===== config.mk =====
export PLATFORM = sky130hd
export DESIGN_NAME = baud_tick_gen
export DESIGN_NICKNAME = d
export VERILOG_FILES = /design/src/rtl/baud_pkg.sv /design/src/rtl/baud_div_hold.sv /design/src/rtl/baud_frac_acc.sv /design/src/rtl/baud_period_cnt.sv /design/src/rtl/baud_tick_gen.sv
export SDC_FILE = /design/constraint.sdc
export NUM_CORES = 1
export LEC_CHECK = 0
export BUFFER_PORTS_ARGS = -buffer_cell sky130_fd_sc_hd__buf_4
export CAP_MARGIN = 20
export CORE_AREA = 2 2 86 88
export CTS_BUF_LIST = sky130_fd_sc_hd__clkbuf_8
export DETAILED_ROUTE_END_ITERATION = 7
export DIE_AREA = 0 0 88 90
export MAX_ROUTING_LAYER = met4
export PLACE_DENSITY = 0.59
export SLEW_MARGIN = 0
export SYNTH_ARGS = -nofsm -noshare
export SYNTH_HDL_FRONTEND = slang
export SYNTH_SLANG_ARGS = --single-unit

===== constraint.sdc =====
create_clock -name clk -period 7.25 [get_ports clk]
set_clock_uncertainty 0.15 [all_clocks]
set_input_delay 0 -clock clk [delete_from_list [all_inputs] [get_ports clk]]
set_output_delay 0 -clock clk [all_outputs]
set_load 0.01 [all_outputs]

===== src/rtl/baud_pkg.sv =====
package baud_pkg;
  localparam int INT_W  = 14;
  localparam int FRAC_W = 3;

  typedef struct packed {
    logic [INT_W-1:0]  whole;
    logic [FRAC_W-1:0] part;
  } divisor_t;
endpackage


===== src/rtl/baud_div_hold.sv =====
module baud_div_hold
  import baud_pkg::*;
(
  input  logic     clk,
  input  logic     rst_n,
  input  logic     load_i,
  input  divisor_t new_i,
  input  logic     tick_i,
  output divisor_t sel_o,
  output logic     apply_o
);
  divisor_t pend_q, pend_d;
  divisor_t act_q, act_d;
  logic     pend_vld_q, pend_vld_d;

  assign apply_o = tick_i & pend_vld_q;
  assign sel_o   = pend_vld_q ? pend_q : act_q;

  always_comb begin
    pend_d     = pend_q;
    pend_vld_d = pend_vld_q;
    act_d      = act_q;
    if (apply_o) begin
      act_d      = pend_q;
      pend_vld_d = 1'b0;
    end
    if (load_i) begin
      pend_d     = new_i;
      pend_vld_d = 1'b1;
    end
  end

  always_ff @(posedge clk or negedge rst_n) begin
    if (!rst_n) begin
      pend_q     <= '0;
      pend_vld_q <= 1'b0;
      act_q      <= '{whole: INT_W'(1), part: '0};
    end else begin
      pend_q     <= pend_d;
      pend_vld_q <= pend_vld_d;
      act_q      <= act_d;
    end
  end

  // the active divisor only changes on a tick boundary
  a_r5_no_midperiod_change: assert property (@(posedge clk) disable iff (!rst_n)
    !tick_i |=> $stable(act_q));
endmodule


===== src/rtl/baud_frac_acc.sv =====
module baud_frac_acc
  import baud_pkg::*;
(
  input  logic              clk,
  input  logic              rst_n,
  input  logic              tick_i,
  input  logic              clear_i,
  input  logic [FRAC_W-1:0] frac_i,
  output logic              carry_o
);
  logic [FRAC_W-1:0] acc_q, acc_d;
  logic [FRAC_W:0]   sum;

  assign sum = {1'b0, acc_q} + {1'b0, frac_i};

  always_comb begin
    acc_d   = acc_q;
    carry_o = 1'b0;
    if (tick_i) begin
      if (clear_i) begin
        acc_d = frac_i;
      end else begin
        acc_d   = sum[FRAC_W-1:0];
        carry_o = sum[FRAC_W];
      end
    end
  end

  always_ff @(posedge clk or negedge rst_n) begin
    if (!rst_n) acc_q <= '0;
    else        acc_q <= acc_d;
  end

  // the phase advances only on ticks
  a_r3_phase_holds: assert property (@(posedge clk) disable iff (!rst_n)
    !tick_i |=> $stable(acc_q));
  // no stretch on the first period after a divisor change
  a_r6_restart_no_carry: assert property (@(posedge clk) disable iff (!rst_n)
    (tick_i && clear_i) |-> !carry_o);
endmodule


===== src/rtl/baud_period_cnt.sv =====
module baud_period_cnt
  import baud_pkg::*;
(
  input  logic             clk,
  input  logic             rst_n,
  input  logic             run_i,
  input  logic             tick_i,
  input  logic [INT_W-1:0] reload_i,
  output logic             zero_o
);
  logic [INT_W-1:0] cnt_q, cnt_d;

  assign zero_o = (cnt_q == '0);

  always_comb begin
    cnt_d = cnt_q;
    if (tick_i)                cnt_d = reload_i;
    else if (run_i && !zero_o) cnt_d = cnt_q - 1'b1;
  end

  always_ff @(posedge clk or negedge rst_n) begin
    if (!rst_n) cnt_q <= '0;
    else        cnt_q <= cnt_d;
  end

  // between ticks the counter steps down by one
  a_r2_count_down: assert property (@(posedge clk) disable iff (!rst_n)
    (run_i && !tick_i && cnt_q != '0) |=> cnt_q == $past(cnt_q) - 1'b1);
endmodule


===== src/rtl/baud_tick_gen.sv =====
module baud_tick_gen
  import baud_pkg::*;
(
  input  logic              clk,
  input  logic              rst_n,
  input  logic [INT_W-1:0]  div_int,
  input  logic [FRAC_W-1:0] div_frac,
  input  logic              div_load,
  output logic              tick
);
  logic             run_q;
  logic             at_zero;
  logic             apply;
  logic             carry;
  divisor_t         sel;
  logic [INT_W-1:0] eff_int;
  logic [INT_W-1:0] reload;

  always_ff @(posedge clk or negedge rst_n) begin
    if (!rst_n) run_q <= 1'b0;
    else        run_q <= 1'b1;
  end

  assign tick = run_q & at_zero;

  baud_div_hold u_hold (
    .clk     (clk),
    .rst_n   (rst_n),
    .load_i  (div_load),
    .new_i   ('{whole: div_int, part: div_frac}),
    .tick_i  (tick),
    .sel_o   (sel),
    .apply_o (apply)
  );

  baud_frac_acc u_acc (
    .clk     (clk),
    .rst_n   (rst_n),
    .tick_i  (tick),
    .clear_i (apply),
    .frac_i  (sel.part),
    .carry_o (carry)
  );

  always_comb begin
    eff_int = (sel.whole == '0) ? INT_W'(1) : sel.whole;
    reload  = eff_int - 1'b1 + {{(INT_W-1){1'b0}}, carry};
  end

  baud_period_cnt u_cnt (
    .clk      (clk),
    .rst_n    (rst_n),
    .run_i    (run_q),
    .tick_i   (tick),
    .reload_i (reload),
    .zero_o   (at_zero)
  );

  // a period of two or more cycles gives a single-cycle tick
  a_r7_single_cycle: assert property (@(posedge clk) disable iff (!rst_n)
    (tick && reload != '0) |=> !tick);
  // a zero integer with no carry gives back-to-back ticks
  a_r4_zero_is_one: assert property (@(posedge clk) disable iff (!rst_n)
    (tick && sel.whole == '0 && !carry) |=> tick);
  // no tick while in reset
  always_comb begin
    if (!rst_n) a_r1_quiet_reset: assert (!tick);
  end
endmodule


==> impl_metrics.env <==
export IMPL_use_met1_pct=26.0
export IMPL_setup_violations_final=0
export IMPL_layout_drive_gt1_share_pct=24.7
export IMPL_synth_fa_ha_area_share_pct=3.53
export IMPL_worst_ir_drop_vdd_v=0.0000989
export IMPL_first_pass_iters=4
export IMPL_antenna_left=0
export IMPL_synth_top_family_by_area="multiplexers"
export IMPL_synthArstFlopShare_pct=100
export IMPL_dp_hpwl_mm=4.23
export IMPL_max_slew_margin_pct=55.8
export IMPL_power_density_mw_per_mm2=240
export IMPL_ys_seq_area_share_pct=43.6
export IMPL_fmax_ghz=0.263
export IMPL_netlist_instances=272
export IMPL_clk_latency_ns=0.31
export IMPL_nets=335
export IMPL_die_area_mm2=0.00792
export IMPL_grt_overflow_total=0
export IMPL_worst_ep_arrival_time_ns=3.83
export IMPL_numCtsBuffers=5
export IMPL_preCtsSetupSlack_ns=3.45
export IMPL_grt_max_degree=54
export IMPL_wl_mm=6.09
export IMPL_coreArea_mm2=0.00702
export IMPL_synthToLayoutAreaGrowth_pct=17.7
export IMPL_final_hold_violation_count=0
export IMPL_io_pin_count=21
export IMPL_core_rowCount=31
export IMPL_grt_usage_pct=17.4
export IMPL_synth_nets=300
export IMPL_worst_slew_pin_slew_ns=0.662
export IMPL_vias_per_cell=5.32
export IMPL_vias=2164
export IMPL_clk_pin_slew_ns=0.10
export IMPL_ys_dominant_reg_cell="dfrtp_1"
export IMPL_synth_edff_count=0
export IMPL_tns_ns=0
export IMPL_cts_htree_levels=2
export IMPL_die_h_um=90
export IMPL_end_kind="flop"
export IMPL_avgRoutedWirePerCell_um=15.0
export IMPL_fin_ws_ns=3.45
export IMPL_first_iter_violations=91
export IMPL_fin_crit_ns=3.80
export IMPL_start_util_pct=43.4
export IMPL_status="complete, no violations"
export IMPL_yosys_area_share_simple_pct=15.4
export IMPL_hp_class="in2async"
export IMPL_cts_path_max_buffers=2
export IMPL_die_w_um=88
export IMPL_grt_busiest_layer="met1"
export IMPL_met3_usage_pct=2.48
export IMPL_grt_pass1_wl_mm=10.8
export IMPL_cts_root_buf="clkbuf_8"
export IMPL_synth_area_per_cell_um2=11.2
export IMPL_critical_path_class="reg2reg"
export IMPL_synth_compound_area_share_pct=9.91
export IMPL_clock_sinks=53
export IMPL_p_leak_nw=1.62
export IMPL_muxShareOfSynthArea_pct=20.6
export IMPL_grt_pass1_vias=2194
export IMPL_synth_xor_area_share_pct=3.74
export IMPL_antenna_found_initial=0
export IMPL_yosys_register_bits=53
export IMPL_yosysWarnings=0
export IMPL_mappedNetlistArea_mm2=0.00304
export IMPL_tritoncts="done"
export IMPL_slew_violations=0
export IMPL_portBuffers=20
export IMPL_maxCapViolations=0
export IMPL_n_antenna_cell=0
export IMPL_drc=0
export IMPL_cp_required_ns=7.29
export IMPL_rsz0062_at_grt="false"
export IMPL_finalCritPeriodShare_pct=52.4
export IMPL_gr_usage_met2_pct=25.3
export IMPL_ctsResizeCount=0
export IMPL_synthDistinctLibCells=57
export IMPL_crit_fanout=19
export IMPL_start_kind="flop"
export IMPL_gp_congestion=0.841
timing repair:
action                                 in CTS  in global routing
endpoints found under the hold margin      71                  0
buffers inserted                            0                  0
hold buffers                               19                  0
cell usage in the layout, fill, tap and decap left out, types with 2 or more instances in the layout:
master	instances
dfrtp_1	52
mux2_2	28
buf_4	21
dlygate4sd3_1	19
mux2i_1	16
nor3_1	16
nor2_1	16
nand2_1	11
mux2_4	10
a21oi_1	9
o21ai_0	9
xor2_1	9
inv_1	7
nor3b_1	7
ha_1	7
nand3_1	5
clkbuf_8	5
o22ai_1	4
xnor2_1	4
or3_1	3
nor2b_1	2
nor4_1	2
a211oi_1	2
a21o_1	2
nand2b_1	2
o32a_1	2
o221ai_1	2
nor4b_1	2
o211ai_1	2
o311ai_0	2
o22a_1	2
a22oi_1	2
bufinv_16	2
worst max-delay path, cell delays in order, from the launching register on:
cell      delay, ns
dfrtp_1        0.61
nor4b_2        0.44
nand3b_1       0.17
or2_1          0.49
or3_1          0.43
ha_1           0.24
nor4b_1        0.16
o22ai_1        0.40
nor2_1         0.10
xnor2_1        0.15
a221o_1        0.34
synthesized netlist by cell type (9+ instances only):
| master | number | share of area (%) |
|---|---|---|
| xor2_1 | 9 | 2.6 |
| nor3_1 | 16 | 2.6 |
| a21oi_1 | 9 | 1.5 |
| nor2_1 | 16 | 2.0 |
| nand2_1 | 11 | 1.4 |
| mux2_2 | 28 | 10 |
| dfrtp_1 | 52 | 43 |
| o21ai_0 | 9 | 1.5 |
| mux2_4 | 10 | 4.9 |
| mux2i_1 | 16 | 5.3 |
logic make-up (layout without fill, tap and decap cells):
family | after synthesis | in the layout
xor+xnor | 13 | 13
simple gates | 79 | 79
buf+inv | 20 | 56
mux | 54 | 54
compound gates | 44 | 44
fa+ha+maj | 8 | 8
other cells | 1 | 1
flops | 53 | 53
power breakdown:
group          switching [mW]  leakage [nW]  internal [mW]
Sequential             0.0701         0.659          0.354
Combinational          0.0926         0.896          0.109
Clock                  0.0961        0.0681          0.137
layer usage:
| metal | share of wire, % | up-vias |
|---|---|---|
| li1 | - | 1072 |
| met3 | 2.1 | 6 |
| met5 | 0 | - |
| met1 | 51 | 1063 |
| met2 | 46 | 23 |
| met4 | 0.54 | 0 |
cell type report:
type,instances,area (um2)
Tap cell,99,124
Multi-Input combinational cell,199,1620
Clock buffer,5,68.8
Timing Repair Buffer,40,348
Clock inverter,3,65.1
Sequential cell,53,1330
Fill cell,647,3440
Inverter,8,30.0
state kept, by name, summed over array words and instances (netlist names):
register	count
u_hold.pend_q	17
u_cnt.cnt_q	14
u_acc.acc_q	3
u_hold.pend_vld_q	1
u_hold.act_q	17
run_q	1
final timing paths:
path                       cells after the start           endpoint       startpoint  slack, ns
setup / recovery                              10     u_cnt.cnt_q[7]            run_q       3.45
hold / removal                                 2   u_hold.pend_q[1]            rst_n       0.10
setup reg to reg                              10     u_cnt.cnt_q[7]            run_q       3.45
hold reg to reg                                1    u_cnt.cnt_q[13]  u_cnt.cnt_q[13]       0.36
max in group asynchronous                      2     u_cnt.cnt_q[1]            rst_n       6.38
min in group clk                               3  u_hold.pend_q[14]      div_int[11]       0.31
stage by stage:
stage	hold WS, ns	instance area [um2]	std cells	total power [mW]	utilization (%)
after floorplan	-0.446	3040	272	0.563	-
after global placement	-0.0569	3260	380	0.620	46.4
after detailed placement	-0.0543	3260	380	0.623	46.4
after CTS	0.145	3580	407	0.871	51.0
after global routing	0.179	3580	407	0.915	51.0
final	0.104	3580	407	0.859	51.0
Note: power is estimated with default switching activity, not from simulation.
